`src/rtl/dma_pkg.sv`:
```
package dma_pkg;
  // Configuration register indices
  localparam int unsigned IDX_CTRL  = 0;
  localparam int unsigned IDX_DEST  = 1;
  localparam int unsigned IDX_SRC0  = 2;
  localparam int unsigned IDX_SIZE0 = 5;
  localparam int unsigned IDX_START = 15;

  // Upper byte of every peripheral write address
  localparam logic [7:0] PERIPH_PAGE = 8'h21;

  typedef enum logic [1:0] {
    ST_IDLE  = 2'd0,
    ST_READ  = 2'd1,
    ST_WRITE = 2'd2
  } seq_state_e;
endpackage

```
`src/rtl/dma_rst_sync.sv`:
```
module dma_rst_sync #(
  parameter int unsigned STAGES = 2
) (
  input  logic clk,
  input  logic rst_n,
  output logic rst_n_sync
);
  logic [STAGES-1:0] sync_q;

  always_ff @(posedge clk or negedge rst_n) begin
    if (!rst_n) sync_q <= '0;
    else        sync_q <= {sync_q[STAGES-2:0], 1'b1};
  end

  assign rst_n_sync = sync_q[STAGES-1];
endmodule

```
`src/rtl/dma_regs.sv`:
```
module dma_regs #(
  parameter int unsigned ADDR_W = 24,
  parameter int unsigned SIZE_W = 16,
  parameter int unsigned DEST_W = 8,
  parameter int unsigned CFG_AW = 4
) (
  input  logic              clk,
  input  logic              rst_n,
  input  logic              wr_en,
  input  logic [CFG_AW-1:0] wr_idx,
  input  logic [7:0]        wr_data,
  input  logic              src_inc,
  output logic [DEST_W-1:0] dest_o,
  output logic [ADDR_W-1:0] src_o,
  output logic [SIZE_W-1:0] size_o
);
  import dma_pkg::*;

  localparam int unsigned SRC_BYTES  = ADDR_W / 8;
  localparam int unsigned SIZE_BYTES = SIZE_W / 8;
  localparam logic [ADDR_W-1:0] SRC_ONE = {{(ADDR_W-1){1'b0}}, 1'b1};

  logic [DEST_W-1:0] dest_q, dest_d;
  logic              dest_en;
  logic [ADDR_W-1:0] src_q, src_d, src_plus;
  logic              src_en;
  logic [SIZE_W-1:0] size_q, size_d;
  logic [SRC_BYTES-1:0]  src_hit;
  logic [SIZE_BYTES-1:0] size_hit;

  // Destination register
  always_comb begin
    dest_en = wr_en && (int'(wr_idx) == int'(IDX_DEST));
    dest_d  = wr_data[DEST_W-1:0];
  end

  // Source pointer: byte lanes plus increment path
  assign src_plus = src_q + SRC_ONE;

  for (genvar k = 0; k < SRC_BYTES; k++) begin : g_src_lane
    localparam int LANE = int'(IDX_SRC0) + k;
    assign src_hit[k] = wr_en && (int'(wr_idx) == LANE);
    assign src_d[8*k +: 8] = src_hit[k] ? wr_data :
                             src_inc    ? src_plus[8*k +: 8] :
                                          src_q[8*k +: 8];
  end

  assign src_en = src_inc || (|src_hit);

  // Transfer length: byte lanes
  for (genvar k = 0; k < SIZE_BYTES; k++) begin : g_size_lane
    localparam int LANE = int'(IDX_SIZE0) + k;
    assign size_hit[k] = wr_en && (int'(wr_idx) == LANE);
    assign size_d[8*k +: 8] = size_hit[k] ? wr_data : size_q[8*k +: 8];
  end

  always_ff @(posedge clk or negedge rst_n) begin
    if (!rst_n) begin
      dest_q <= '0;
      src_q  <= '0;
      size_q <= '0;
    end else begin
      if (dest_en)      dest_q <= dest_d;
      if (src_en)       src_q  <= src_d;
      if (|size_hit)    size_q <= size_d;
    end
  end

  assign dest_o = dest_q;
  assign src_o  = src_q;
  assign size_o = size_q;
endmodule

```
`src/rtl/dma_seq.sv`:
```
module dma_seq #(
  parameter int unsigned SIZE_W = 16,
  parameter int unsigned DATA_W = 8
) (
  input  logic              clk,
  input  logic              rst_n,
  input  logic              start_i,
  input  logic [SIZE_W-1:0] size_i,
  input  logic              rvalid_i,
  input  logic [DATA_W-1:0] rdata_i,
  output logic              busy_o,
  output logic              rd_req_o,
  output logic              wr_en_o,
  output logic [DATA_W-1:0] wr_data_o,
  output logic              src_inc_o
);
  import dma_pkg::*;

  localparam logic [SIZE_W-1:0] CNT_ONE = {{(SIZE_W-1){1'b0}}, 1'b1};

  seq_state_e        state_q, state_d;
  logic [SIZE_W-1:0] cnt_q, cnt_d;
  logic              cnt_en;
  logic [DATA_W-1:0] hold_q, hold_d;
  logic              hold_en;
  logic              inc;

  // Next-state logic
  always_comb begin
    state_d = state_q;
    cnt_d   = cnt_q;
    cnt_en  = 1'b0;
    hold_d  = hold_q;
    hold_en = 1'b0;
    inc     = 1'b0;
    unique case (state_q)
      ST_IDLE: begin
        if (start_i && (size_i != '0)) begin
          state_d = ST_READ;
          cnt_d   = size_i;
          cnt_en  = 1'b1;
        end
      end
      ST_READ: begin
        if (rvalid_i) begin
          hold_d  = rdata_i;
          hold_en = 1'b1;
          state_d = ST_WRITE;
        end
      end
      ST_WRITE: begin
        inc     = 1'b1;
        cnt_d   = cnt_q - CNT_ONE;
        cnt_en  = 1'b1;
        state_d = (cnt_q == CNT_ONE) ? ST_IDLE : ST_READ;
      end
      default: state_d = ST_IDLE;
    endcase
  end

  // State registers
  always_ff @(posedge clk or negedge rst_n) begin
    if (!rst_n) begin
      state_q <= ST_IDLE;
      cnt_q   <= '0;
      hold_q  <= '0;
    end else begin
      state_q <= state_d;
      if (cnt_en)  cnt_q  <= cnt_d;
      if (hold_en) hold_q <= hold_d;
    end
  end

  assign busy_o    = (state_q != ST_IDLE);
  assign rd_req_o  = (state_q == ST_READ);
  assign wr_en_o   = (state_q == ST_WRITE);
  assign wr_data_o = hold_q;
  assign src_inc_o = inc;
endmodule

```
`src/rtl/blkcopy_dma.sv`:
```
module blkcopy_dma #(
  parameter int unsigned ADDR_W = 24,
  parameter int unsigned SIZE_W = 16,
  parameter int unsigned CFG_AW = 4
) (
  input  logic              clk,
  input  logic              rst_n,
  input  logic              cfg_we,
  input  logic [CFG_AW-1:0] cfg_idx,
  input  logic [7:0]        cfg_wdata,
  output logic              busy,
  output logic              src_req,
  output logic [ADDR_W-1:0] src_addr,
  input  logic              src_rvalid,
  input  logic [7:0]        src_rdata,
  output logic              per_we,
  output logic [15:0]       per_addr,
  output logic [7:0]        per_wdata
);
  import dma_pkg::*;

  localparam int unsigned DEST_W = 8;

  logic              rst_n_int;
  logic              reg_we;
  logic              launch;
  logic              src_inc;
  logic [DEST_W-1:0] dest;
  logic [SIZE_W-1:0] size;

  dma_rst_sync #(.STAGES(2)) u_rst (
    .clk        (clk),
    .rst_n      (rst_n),
    .rst_n_sync (rst_n_int)
  );

  // Writes are dropped while a transfer runs
  always_comb begin
    reg_we = cfg_we && !busy;
    launch = reg_we && (int'(cfg_idx) == int'(IDX_START)) && cfg_wdata[0];
  end

  dma_regs #(
    .ADDR_W (ADDR_W),
    .SIZE_W (SIZE_W),
    .DEST_W (DEST_W),
    .CFG_AW (CFG_AW)
  ) u_regs (
    .clk     (clk),
    .rst_n   (rst_n_int),
    .wr_en   (reg_we),
    .wr_idx  (cfg_idx),
    .wr_data (cfg_wdata),
    .src_inc (src_inc),
    .dest_o  (dest),
    .src_o   (src_addr),
    .size_o  (size)
  );

  dma_seq #(
    .SIZE_W (SIZE_W),
    .DATA_W (8)
  ) u_seq (
    .clk       (clk),
    .rst_n     (rst_n_int),
    .start_i   (launch),
    .size_i    (size),
    .rvalid_i  (src_rvalid),
    .rdata_i   (src_rdata),
    .busy_o    (busy),
    .rd_req_o  (src_req),
    .wr_en_o   (per_we),
    .wr_data_o (per_wdata),
    .src_inc_o (src_inc)
  );

  assign per_addr = {PERIPH_PAGE, dest};
endmodule

```
`config.mk`:
```
export PLATFORM = sky130hd
export DESIGN_NAME = blkcopy_dma
export DESIGN_NICKNAME = d
export VERILOG_FILES = /design/src/rtl/dma_pkg.sv /design/src/rtl/dma_rst_sync.sv /design/src/rtl/dma_regs.sv /design/src/rtl/dma_seq.sv /design/src/rtl/blkcopy_dma.sv
export SDC_FILE = /design/constraint.sdc
export NUM_CORES = 1
export LEC_CHECK = 0
export BUFFER_PORTS_ARGS = -buffer_cell sky130_fd_sc_hd__buf_2
export CAP_MARGIN = 10
export CORE_AREA = 2 2 88 90
export DETAILED_ROUTE_END_ITERATION = 8
export DIE_AREA = 0 0 90 92
export PLACE_DENSITY = 0.78
export SLEW_MARGIN = 20
export SYNTH_ARGS = -nofsm -noshare
export SYNTH_HDL_FRONTEND = slang
export SYNTH_HIERARCHICAL = 1
export SYNTH_SLANG_ARGS = --single-unit
```
`constraint.sdc`:
```
create_clock -name clk -period 3.5 [get_ports clk]
set_clock_uncertainty 0.05 [all_clocks]
set_input_delay 0.175 -clock clk [delete_from_list [all_inputs] [get_ports clk]]
set_output_delay 0.175 -clock clk [all_outputs]
set_load 0.05 [all_outputs]
```
# ---- Word-level counts from Yosys, hierarchy flattened
# Cells that the tools add are included.
dict set report totals {
  mem_bits_ro 0
  register_bits 76
  ramBits 0
  input_bits 24
  latch_bits 0
  out_inout_bits 51
  mem_count 0
}
dict set report classes {
  mul 0
  reduce_logical 29
  n_shift 0
  eq_ne 12
  n_addsub 2
  n_lt_le_gt_ge 0
  div_mod_pow 0
  n_mux 17
  n_bitwise 0
}
# operator count
set ops {}
lappend ops {{2-to-1 mux 8 bit} 6}
lappend ops {{case mux 16 bit (2 select lines)} 1}
lappend ops {{adder 24 x 1 -> 24 bit (second input constant)} 1}
lappend ops {{== test 16 x 1 -> 1 bit (second input constant)} 1}
lappend ops {{2-to-1 mux 16 bit} 1}
lappend ops {{nonzero test 16 bit} 1}
lappend ops {{subtractor 16 x 1 -> 16 bit (second input constant)} 1}
lappend ops {{== test 4 bit (second input constant)} 3}
lappend ops {{AND reduction 2 bit} 6}
lappend ops {{logical AND 1 bit} 10}
lappend ops {{nonzero test 2 bit} 5}
lappend ops {{== test 4 x 3 -> 1 bit (second input constant)} 2}
lappend ops {{case mux 2 bit (3 select lines)} 1}
lappend ops {{AND reduction 3 bit} 2}
lappend ops {{2-to-1 mux 1 bit} 5}
lappend ops {{== test 4 x 1 -> 1 bit (second input constant)} 1}
lappend ops {{== test 4 x 2 -> 1 bit (second input constant)} 1}
lappend ops {{2-to-1 mux 2 bit} 2}
lappend ops {{!= test 2 x 1 -> 1 bit (second input constant)} 2}
lappend ops {{OR reduction 3 bit} 1}
lappend ops {{== test 2 x 1 -> 1 bit (second input constant)} 1}
lappend ops {{== test 2 bit (second input constant)} 1}
lappend ops {{zero test 2 bit} 1}
lappend ops {{case mux 1 bit (2 select lines)} 1}
lappend ops {{3 further kinds} 3}

# ---- Logic depth before layout (Yosys ltp)
# Gate-level depths: netlist of the first run.
dict set report depth {
  ltp_word 9
  depth_mapped 11
  depth_no_buf 9
}

# ---- By module
# The synthesis of the first run kept the hierarchy.
# mod n_inst area_each_um2 cells_each seq_area_each_um2
set by_module_without_submodules {}
lappend by_module_without_submodules {dma_regs 1 2314.7 213 1201.2}
lappend by_module_without_submodules {dma_seq 1 1443.9 149 650.6}
lappend by_module_without_submodules {blkcopy_dma 1 91.3 13 0.0}
lappend by_module_without_submodules {dma_rst_sync 1 53.8 3 50.0}

# ---- Worst setup path before layout of the first run
# No wires, ideal clock.
dict set report synth_timing {
  path_kind {register to register}
  start {register u_seq.state_q[0]}
  end {register u_regs.src_q[15], in the netlist u_regs/src_o[15]}
  synth_period_minus_slack_ps 2558
  setup_ps 82
  setup_slack_ps 942
  arrival_time_ps 2426
  path_buffers 2
  path_stages_with_launch 9
  cell_sequence {dfrtp_1 > nand2b_1 > inv_1 > clkbuf_1 > clkbuf_1 > nand4_1 > or3_1 > or3_1 > a31oi_1}
}
# element line_no
set synth_rtl {}
lappend synth_rtl {{start: declaration} dma_seq.sv:21} ;# seq_state_e state_q, state_d;
lappend synth_rtl {{start signal: assignment} dma_seq.sv:68} ;# state_q <= state_d;
lappend synth_rtl {{== test 2 bit (*)} dma_seq.sv:36} ;# unique case (state_q)
lappend synth_rtl {{2-to-1 mux 1 bit (*)} dma_seq.sv:36}
lappend synth_rtl {{net src_inc} blkcopy_dma.sv:27} ;# logic src_inc;
lappend synth_rtl {{nonzero test 2 bit (no source line) or logical OR 1 bit (tied branches)} --}
lappend synth_rtl {{AND reduction 2 bit (no source line) (*)} --}
lappend synth_rtl {{end signal: assignment} dma_regs.sv:64} ;# if (src_en) src_q <= src_d;
lappend synth_rtl {{end: declaration} dma_regs.sv:25} ;# logic [ADDR_W-1:0] src_q, src_d, src_plus;
# The timed path passes the listed nets; every way through them passes the cells marked *.
# A chain may end at the register's enable or synchronous reset.

# ---- Worst setup path in the final report of the first run
dict set report layout_timing {
  start {register u_seq.state_q[1]}
  end {register u_seq.cnt_q[5]}
}
dict set report layout_between {
  elab_chain_len 9
}
# element line_no
set layout_lines {}
lappend layout_lines {{nonzero test 2 bit (*)} dma_seq.sv:74} ;# assign busy_o = (state_q != ST_IDLE);
lappend layout_lines {{zero test 1 bit (*)} blkcopy_dma.sv:39} ;# reg_we = cfg_we && !busy;
lappend layout_lines {{logical AND 1 bit (*)} blkcopy_dma.sv:39}
lappend layout_lines {{net reg_we} blkcopy_dma.sv:25} ;# logic reg_we;
lappend layout_lines {{logical AND 1 bit (*) (2 in series)} blkcopy_dma.sv:40} ;# launch = reg_we && (int'(cfg_idx) == int'(IDX_START)) && cfg_wdata[0];
lappend layout_lines {{net launch} blkcopy_dma.sv:26} ;# logic launch;
lappend layout_lines {{logical AND 1 bit (*)} dma_seq.sv:38} ;# if (start_i && (size_i != '0)) begin
lappend layout_lines {{2-to-1 mux 1 bit} dma_seq.sv:38}
lappend layout_lines {{case mux 1 bit (2 select lines)} dma_seq.sv:36}
lappend layout_lines {{AND reduction 3 bit (no source line) (*)} --}
lappend layout_lines {{end signal: assignment} dma_seq.sv:69} ;# if (cnt_en) cnt_q <= cnt_d;
lappend layout_lines {{end: declaration} dma_seq.sv:22} ;# logic [SIZE_W-1:0] cnt_q, cnt_d;
# Marked as above.

==> results.sh, run 1 <==
export IMPL_dieWidth_um=90
export IMPL_ys_seq_area_frac=0.487
export IMPL_dp_cells=536
export IMPL_async_reset_ff_frac=1.00
export IMPL_synthesis_area_um2=3900
export IMPL_ys_top_cells_by_area="dfrtp_1 (49%), mux2_2 (8.9%), nor2_1 (3.2%)"
export IMPL_synth_compound_area_frac=0.107
export IMPL_final_cell_area_um2=4570
export IMPL_area_delta_synth_final_pct=17.1
export IMPL_setup_tns_ns=0
export IMPL_netlist_instances=378
export IMPL_path_max_fanout=14
export IMPL_postCtsSetupBuffers=0
export IMPL_hold_viol_final=0
export IMPL_total_power_mw=4.22
export IMPL_fmax_ghz=0.408
export IMPL_yosys_top_cells_count="dfrtp_1 (76), nor2_1 (33), nand2_1 (32)"
export IMPL_timing_final_max_slew_violations=0
export IMPL_dp_hpwl_um=6590
export IMPL_fin_util=0.614
export IMPL_pwr_share_seq=0.393
export IMPL_overflow=0
export IMPL_combPwrFrac=0.433
export IMPL_drt_wirelength_per_cell_um=16.5
export IMPL_worst_pin_slew_ns=0.684
export IMPL_fin_crit_ns=2.45
export IMPL_crit_chain="inv_1 -> nand2_1 -> nor2b_2 -> and3_1 -> nand2b_1 -> a41oi_2 -> and2_1 -> nor3_1 -> a211oi_1"
export IMPL_ys_ff_latch=76
export IMPL_drcViolationCount=0
export IMPL_yosysMostFrequentCell="dfrtp_1"
export IMPL_startpoint_type="flip-flop"
export IMPL_synth_ff_type="dfrtp_1"
export IMPL_cts_sinks=76
export IMPL_ctsHtreeMaxLevel=3
export IMPL_final_setup_viol_count=0
export IMPL_yosys_area_top_type_share=0.487
export IMPL_num_io_pins=75
export IMPL_p_switching_mw=2.00
export IMPL_synth_top_family_by_area="simple AND/OR/NAND/NOR gates"
export IMPL_vias_per_cell=5.81
export IMPL_rows=32
export IMPL_cts_tree="done"
export IMPL_syn_avg_cell_area_um2=10.3
export IMPL_relSlewSlack=0.542
export IMPL_fp_coreArea_um2=7450
export IMPL_leakage_nw=1.95
export IMPL_grt_max_degree=31
export IMPL_power_density_nw_per_um2=924
export IMPL_end_kind="flip-flop"
export IMPL_fin_crit_sh=0.700
export IMPL_crit_type="reg -> reg"
export IMPL_fp_dieH_um=92
export IMPL_cp_slowest_cell="and2_1"
export IMPL_place_area_um2=4290
export IMPL_grt_total_usage=0.228
export IMPL_numPortBuffers=66
export IMPL_cp_data_required_time_ns=3.70
export IMPL_cts_made_buffers=9
export IMPL_cp_num_buf_inv=1
export IMPL_grt_pass1_vias=3065
export IMPL_ant_nets=0
export IMPL_initialDrtViolationCount=237
export IMPL_cpPeakStageDelay_ns=0.50
export IMPL_synth_mux_area_frac=0.0946
export IMPL_cap_violations=0
export IMPL_final_nets=478
export IMPL_p_int_mw=2.22
export IMPL_path_clk_slew_ns=0.08
export IMPL_synth_cell_types=56
export IMPL_grt_first_pass_wirelength_um=15000
export IMPL_vias=3236
export IMPL_start_util=0.524
export IMPL_status="finished, final reports clean"
export IMPL_gp_congestion=0.910
export IMPL_fin_cells=557
export IMPL_irDropWorstVdd_v=0.000553
export IMPL_switching_share=0.474
export IMPL_cp_top_family="simple AND/OR/NAND/NOR gates"
export IMPL_drive_gt1_frac=0.301
export IMPL_ys_warn_count=6
export IMPL_yosysTopAreaCell="dfrtp_1"
export IMPL_synthXorXnorAreaFrac=0.0359
export IMPL_synth_edf_count=0
export IMPL_synth_simple_gate_area_frac=0.223
export IMPL_cts_path_max_buffers=2
export IMPL_clk_latency_ns=0.35
export IMPL_die_area_um2=8280
export IMPL_cts_resized=0
export IMPL_rsz0062_at_grt="no"
export IMPL_synth_adder_area_share=0.00962
export IMPL_hold_path_class="in -> reg"
export IMPL_clkPwrFrac=0.174
export IMPL_first_pass_iters=4
export IMPL_wl_um=9210
export IMPL_n_antenna_cell=0
export IMPL_root_buffer="clkbuf_8"
export IMPL_grt_antenna_before_repair=0
export IMPL_crit_arrival_ns=2.65
[cell type report]
| type | count | area [µm²] |
|---|---|---|
| multi-input combinational | 278 | 1870 |
| clock inverter | 4 | 73.8 |
| tap | 102 | 128 |
| clock buffer | 11 | 141 |
| sequential | 76 | 1900 |
| fill | 651 | 2880 |
| timing repair buffer | 75 | 413 |
| inverter | 11 | 41.3 |
[sequential cells by signal, summed over array words and instances (netlist names)]
name,flops
u_rst/sync_q,2
u_seq/wr_data_o,8
u_regs/dest_o,8
u_seq/state_q,2
u_regs/size_o,16
u_seq/cnt_q,16
u_regs/src_o,24
[worst reg2reg max path, stage by stage, from the launching register on]
cell and delay [ns]:
dfrtp_1 0.43, inv_1 0.17, nand2_1 0.10, nor2b_2 0.17, and3_1 0.18, nand2b_1 0.06
a41oi_2 0.40, and2_1 0.50, nor3_1 0.10, a211oi_1 0.19
[power by group through the flow]
stage          registers [mW]  logic [mW]  clock network (mW)
3_5_place_dp             1.67        1.82                   0
4_1_cts                  1.65        1.83               0.743
5_1_grt                  1.71        1.94               0.783
2_1_floorplan            2.27       0.738                   0
6_report                 1.66        1.83               0.733
3_3_place_gp             1.65        1.78                   0
[layout by cell type (no fill, tap or decap), types with 10 or more instances in the layout]
cell type  netlist  routed
buf_2            1      66
o21ai_0         14      14
nor3_1          11      11
mux2_2          31      31
nand2_1         32      32
inv_1           11      11
a31oi_1         10      10
dfrtp_1         76      75
nand4_1         10      10
nor2_1          33      33
clkbuf_8         0      10
a21oi_1         15      15
nand3_1         12      12
[per-layer routing]
layer / track usage / part of all wire / up-vias
met3: 0.0460 / 0.051 / 18
met5: 0 / 0 / -
met2: 0.350 / 0.47 / 94
met1: 0.316 / 0.46 / 1614
met4: 0.100 / 0.021 / 0
li1: - / - / 1510
[path summary, 6_finish.rpt]
path	from	to	slack (ns)	depth (start not counted)
worst min register to register	u_rst/sync_q[1]	u_seq/wr_data_o[1]	0.22	0
worst max register to register	u_seq/state_q[1]	u_seq/cnt_q[5]	1.05	9
max in group asynchronous	u_rst/sync_q[1]	u_seq/cnt_q[3]	2.40	1
worst min-delay path	src_rdata[3]	u_seq/wr_data_o[3]	0.007	2
min in group asynchronous	rst_n	u_rst/sync_q[0]	0.09	2
worst max-delay path	u_seq/state_q[1]	u_seq/cnt_q[5]	1.05	9
[metrics by stage]
step	worst slack, ns	hold WS (ns)
floorplan	0.942	-0.171
global placement	1.24	-0.0903
detailed placement	1.13	-0.0866
CTS	1.12	0.00201
global route	0.836	0.00207
finish	1.05	0.00734
[kinds of logic (layout without fill, tap and decap cells)]
logic type / count (synthesis) / count (layout)
flip-flops: 76 / 76
AND/OR/NAND/NOR: 151 / 151
other: 3 / 9
XOR/XNOR: 16 / 16
AO/OA/AOI/OAI: 66 / 66
adder cells (fa/ha/maj): 3 / 3
buffers and inverters: 30 / 101
multiplexers: 33 / 33
[timing repair]
| action | in CTS | in global routing |
|---|---|---|
| endpoints found under the hold margin | 7 | 0 |
| hold buffers | 6 | 0 |
| endpoints found under the setup margin | 0 | 0 |
No activity file was read; power rests on OpenSTA's default activity.
==> inputs of run 2 (changes only) <==
==> constraint.sdc (replaced) <==
create_clock -name clk -period 2.43 [get_ports clk]
set_clock_uncertainty 0.05 [all_clocks]
set_input_delay 0.1215 -clock clk [delete_from_list [all_inputs] [get_ports clk]]
set_output_delay 0.1215 -clock clk [all_outputs]
set_load 0.05 [all_outputs]
==> results.sh, run 2 (synthesis results as in run 1) <==
export IMPL_startpoint_type="flip-flop"
export IMPL_r2r_start="u_seq/state_q[1]"
export IMPL_fp_coreArea_um2=7450
export IMPL_ctsHtreeMaxLevel=3
export IMPL_root_buffer="clkbuf_8"
export IMPL_fp_dieH_um=92
export IMPL_p_switching_mw=2.91
export IMPL_vias_per_cell=5.64
export IMPL_hold_viol_final=0
export IMPL_gp_congestion=0.882
export IMPL_final_nets=489
export IMPL_final_setup_viol_count=0
export IMPL_grt_max_degree=63
export IMPL_grt_first_pass_wirelength_um=14900
export IMPL_grt_pass1_vias=3092
export IMPL_overflow=0
export IMPL_power_density_nw_per_um2=1310
export IMPL_postCtsSetupBuffers=0
export IMPL_drt_wirelength_per_cell_um=16.2
export IMPL_cts_tree="done"
export IMPL_final_cell_mix="dfrtp_1 (75), buf_2 (66), nor2_1 (33), mux2_2 (31), nand2_1 (31)"
export IMPL_initialDrtViolationCount=262
export IMPL_num_io_pins=75
export IMPL_hold_path_class="in -> async"
export IMPL_p_int_mw=3.21
export IMPL_path_max_fanout=9
export IMPL_dp_hpwl_um=6560
export IMPL_setup_tns_ns=0
export IMPL_rsz0062_at_grt="no"
export IMPL_leakage_nw=2.00
export IMPL_cts_made_buffers=9
export IMPL_grt_antenna_before_repair=1
export IMPL_clkPwrFrac=0.171
export IMPL_drcViolationCount=0
export IMPL_crit_type="reg -> reg"
export IMPL_first_pass_iters=5
export IMPL_largest_reg_flops=24
export IMPL_worst_pin_slew_ns=0.535
export IMPL_crit_arrival_ns=2.42
export IMPL_multiInputGateArea_um2=1870
export IMPL_area_delta_synth_final_pct=19.9
export IMPL_status="finished, final reports clean"
export IMPL_vias=3212
export IMPL_cap_violations=0
export IMPL_cts_sinks=76
export IMPL_ant_nets=0
export IMPL_regToRegSetupSlack_ns=0.19
export IMPL_die_area_um2=8280
export IMPL_post_place_ws_ns=0.155
export IMPL_cp_data_required_time_ns=2.61
export IMPL_worstReg2RegEnd="u_regs/dest_o[7]"
export IMPL_fill_cells=615
export IMPL_fmax_ghz=0.446
export IMPL_irDropWorstVdd_v=0.000928
export IMPL_path_clk_slew_ns=0.08
export IMPL_pwr_share_seq=0.387
export IMPL_drive_gt1_frac=0.315
export IMPL_layout_commonest_cell="dfrtp_1"
export IMPL_rows=32
export IMPL_grt_total_usage=0.227
export IMPL_setup_slack_ns=0.189
export IMPL_start_util=0.524
export IMPL_wl_um=9230
export IMPL_timing_final_max_slew_violations=0
export IMPL_fin_crit_sh=0.922
export IMPL_numPortBuffers=66
export IMPL_clk_latency_ns=0.34
export IMPL_relSlewSlack=0.643
export IMPL_r2r_cells=6
export IMPL_dieWidth_um=90
export IMPL_switching_share=0.476
export IMPL_fin_crit_ns=2.24
export IMPL_end_kind="flip-flop"
export IMPL_cts_path_max_buffers=2
export IMPL_regArea_um2=1900
export IMPL_combPwrFrac=0.443
[run 2: power by group through the flow]
stage | Combinational [mW] | Sequential (mW) | Clock (mW)
2_1_floorplan | 1.07 | 3.28 | 0
3_3_place_gp | 2.62 | 2.35 | 0
3_5_place_dp | 2.68 | 2.38 | 0
4_1_cts | 2.70 | 2.35 | 1.06
5_1_grt | 2.87 | 2.45 | 1.12
6_report | 2.71 | 2.36 | 1.04
[run 2: cell type report]
| cell class | instances | share of cell area |
|---|---|---|
| Antenna cell | 1 | 0.000535 |
| Sequential cell | 76 | 0.407 |
| Timing Repair Buffer | 86 | 0.111 |
| Inverter | 11 | 0.00882 |
| Clock inverter | 6 | 0.0190 |
| Multi-Input combinational cell | 278 | 0.400 |
| Tap cell | 102 | 0.0273 |
| Clock buffer | 10 | 0.0273 |
[run 2: timing repair]
action / CTS / global route
endpoints found under the hold margin: 11 / 0
resized for setup: 0 / 1
setup endpoints to repair: 0 / 2
hold buffers: 10 / 0
[run 2: metal layers]
| layer | wire length, µm | vias to the layer above | track usage |
|---|---|---|---|
| met3 | 391 | 9 | 0.0477 |
| met5 | 0 | - | 0 |
| li1 | - | 1523 | - |
| met2 | 4580 | 87 | 0.365 |
| met1 | 4140 | 1593 | 0.307 |
| met4 | 116 | 0 | 0.0769 |
[run 2: worst max path at each step]
stage / from / to / slack, ns / cells past startpoint
final: u_seq/state_q[1] / u_regs/dest_o[7] / 0.19 / 6
after global placement: u_seq/state_q[0] / u_regs/src_o[21] / 0.23 / 6
after floorplan: u_seq/state_q[0] / u_regs/src_o[15] / 0.06 / 8
after global routing: u_seq/state_q[1] / u_regs/src_o[21] / 0.07 / 6
after CTS: u_seq/state_q[0] / u_regs/src_o[21] / 0.12 / 6
after detailed placement: u_seq/state_q[0] / u_regs/src_o[21] / 0.15 / 6
[run 2: critical path, cell delays in order (launching register included)]
cell and delay (ns):
dfrtp_1 0.43, inv_1 0.19, nand2_2 0.09, nor2b_2 0.17
nor3b_1 0.42, nand3b_1 0.39, mux2_2 0.39
[run 2: metrics by stage]
stage | utilization | hold WS (ns) | instance area (µm²) | total power [mW] | cells
global route | 0.629 | 0.0223 | 4680 | 6.43 | 570
detailed placement | 0.586 | -0.139 | 4360 | 5.05 | 543
finish | 0.629 | 0.0345 | 4680 | 6.11 | 570
global placement | 0.586 | -0.144 | 4360 | 4.97 | 543
floorplan | - | -0.224 | 3930 | 4.34 | 384
CTS | 0.628 | 0.0195 | 4680 | 6.12 | 569
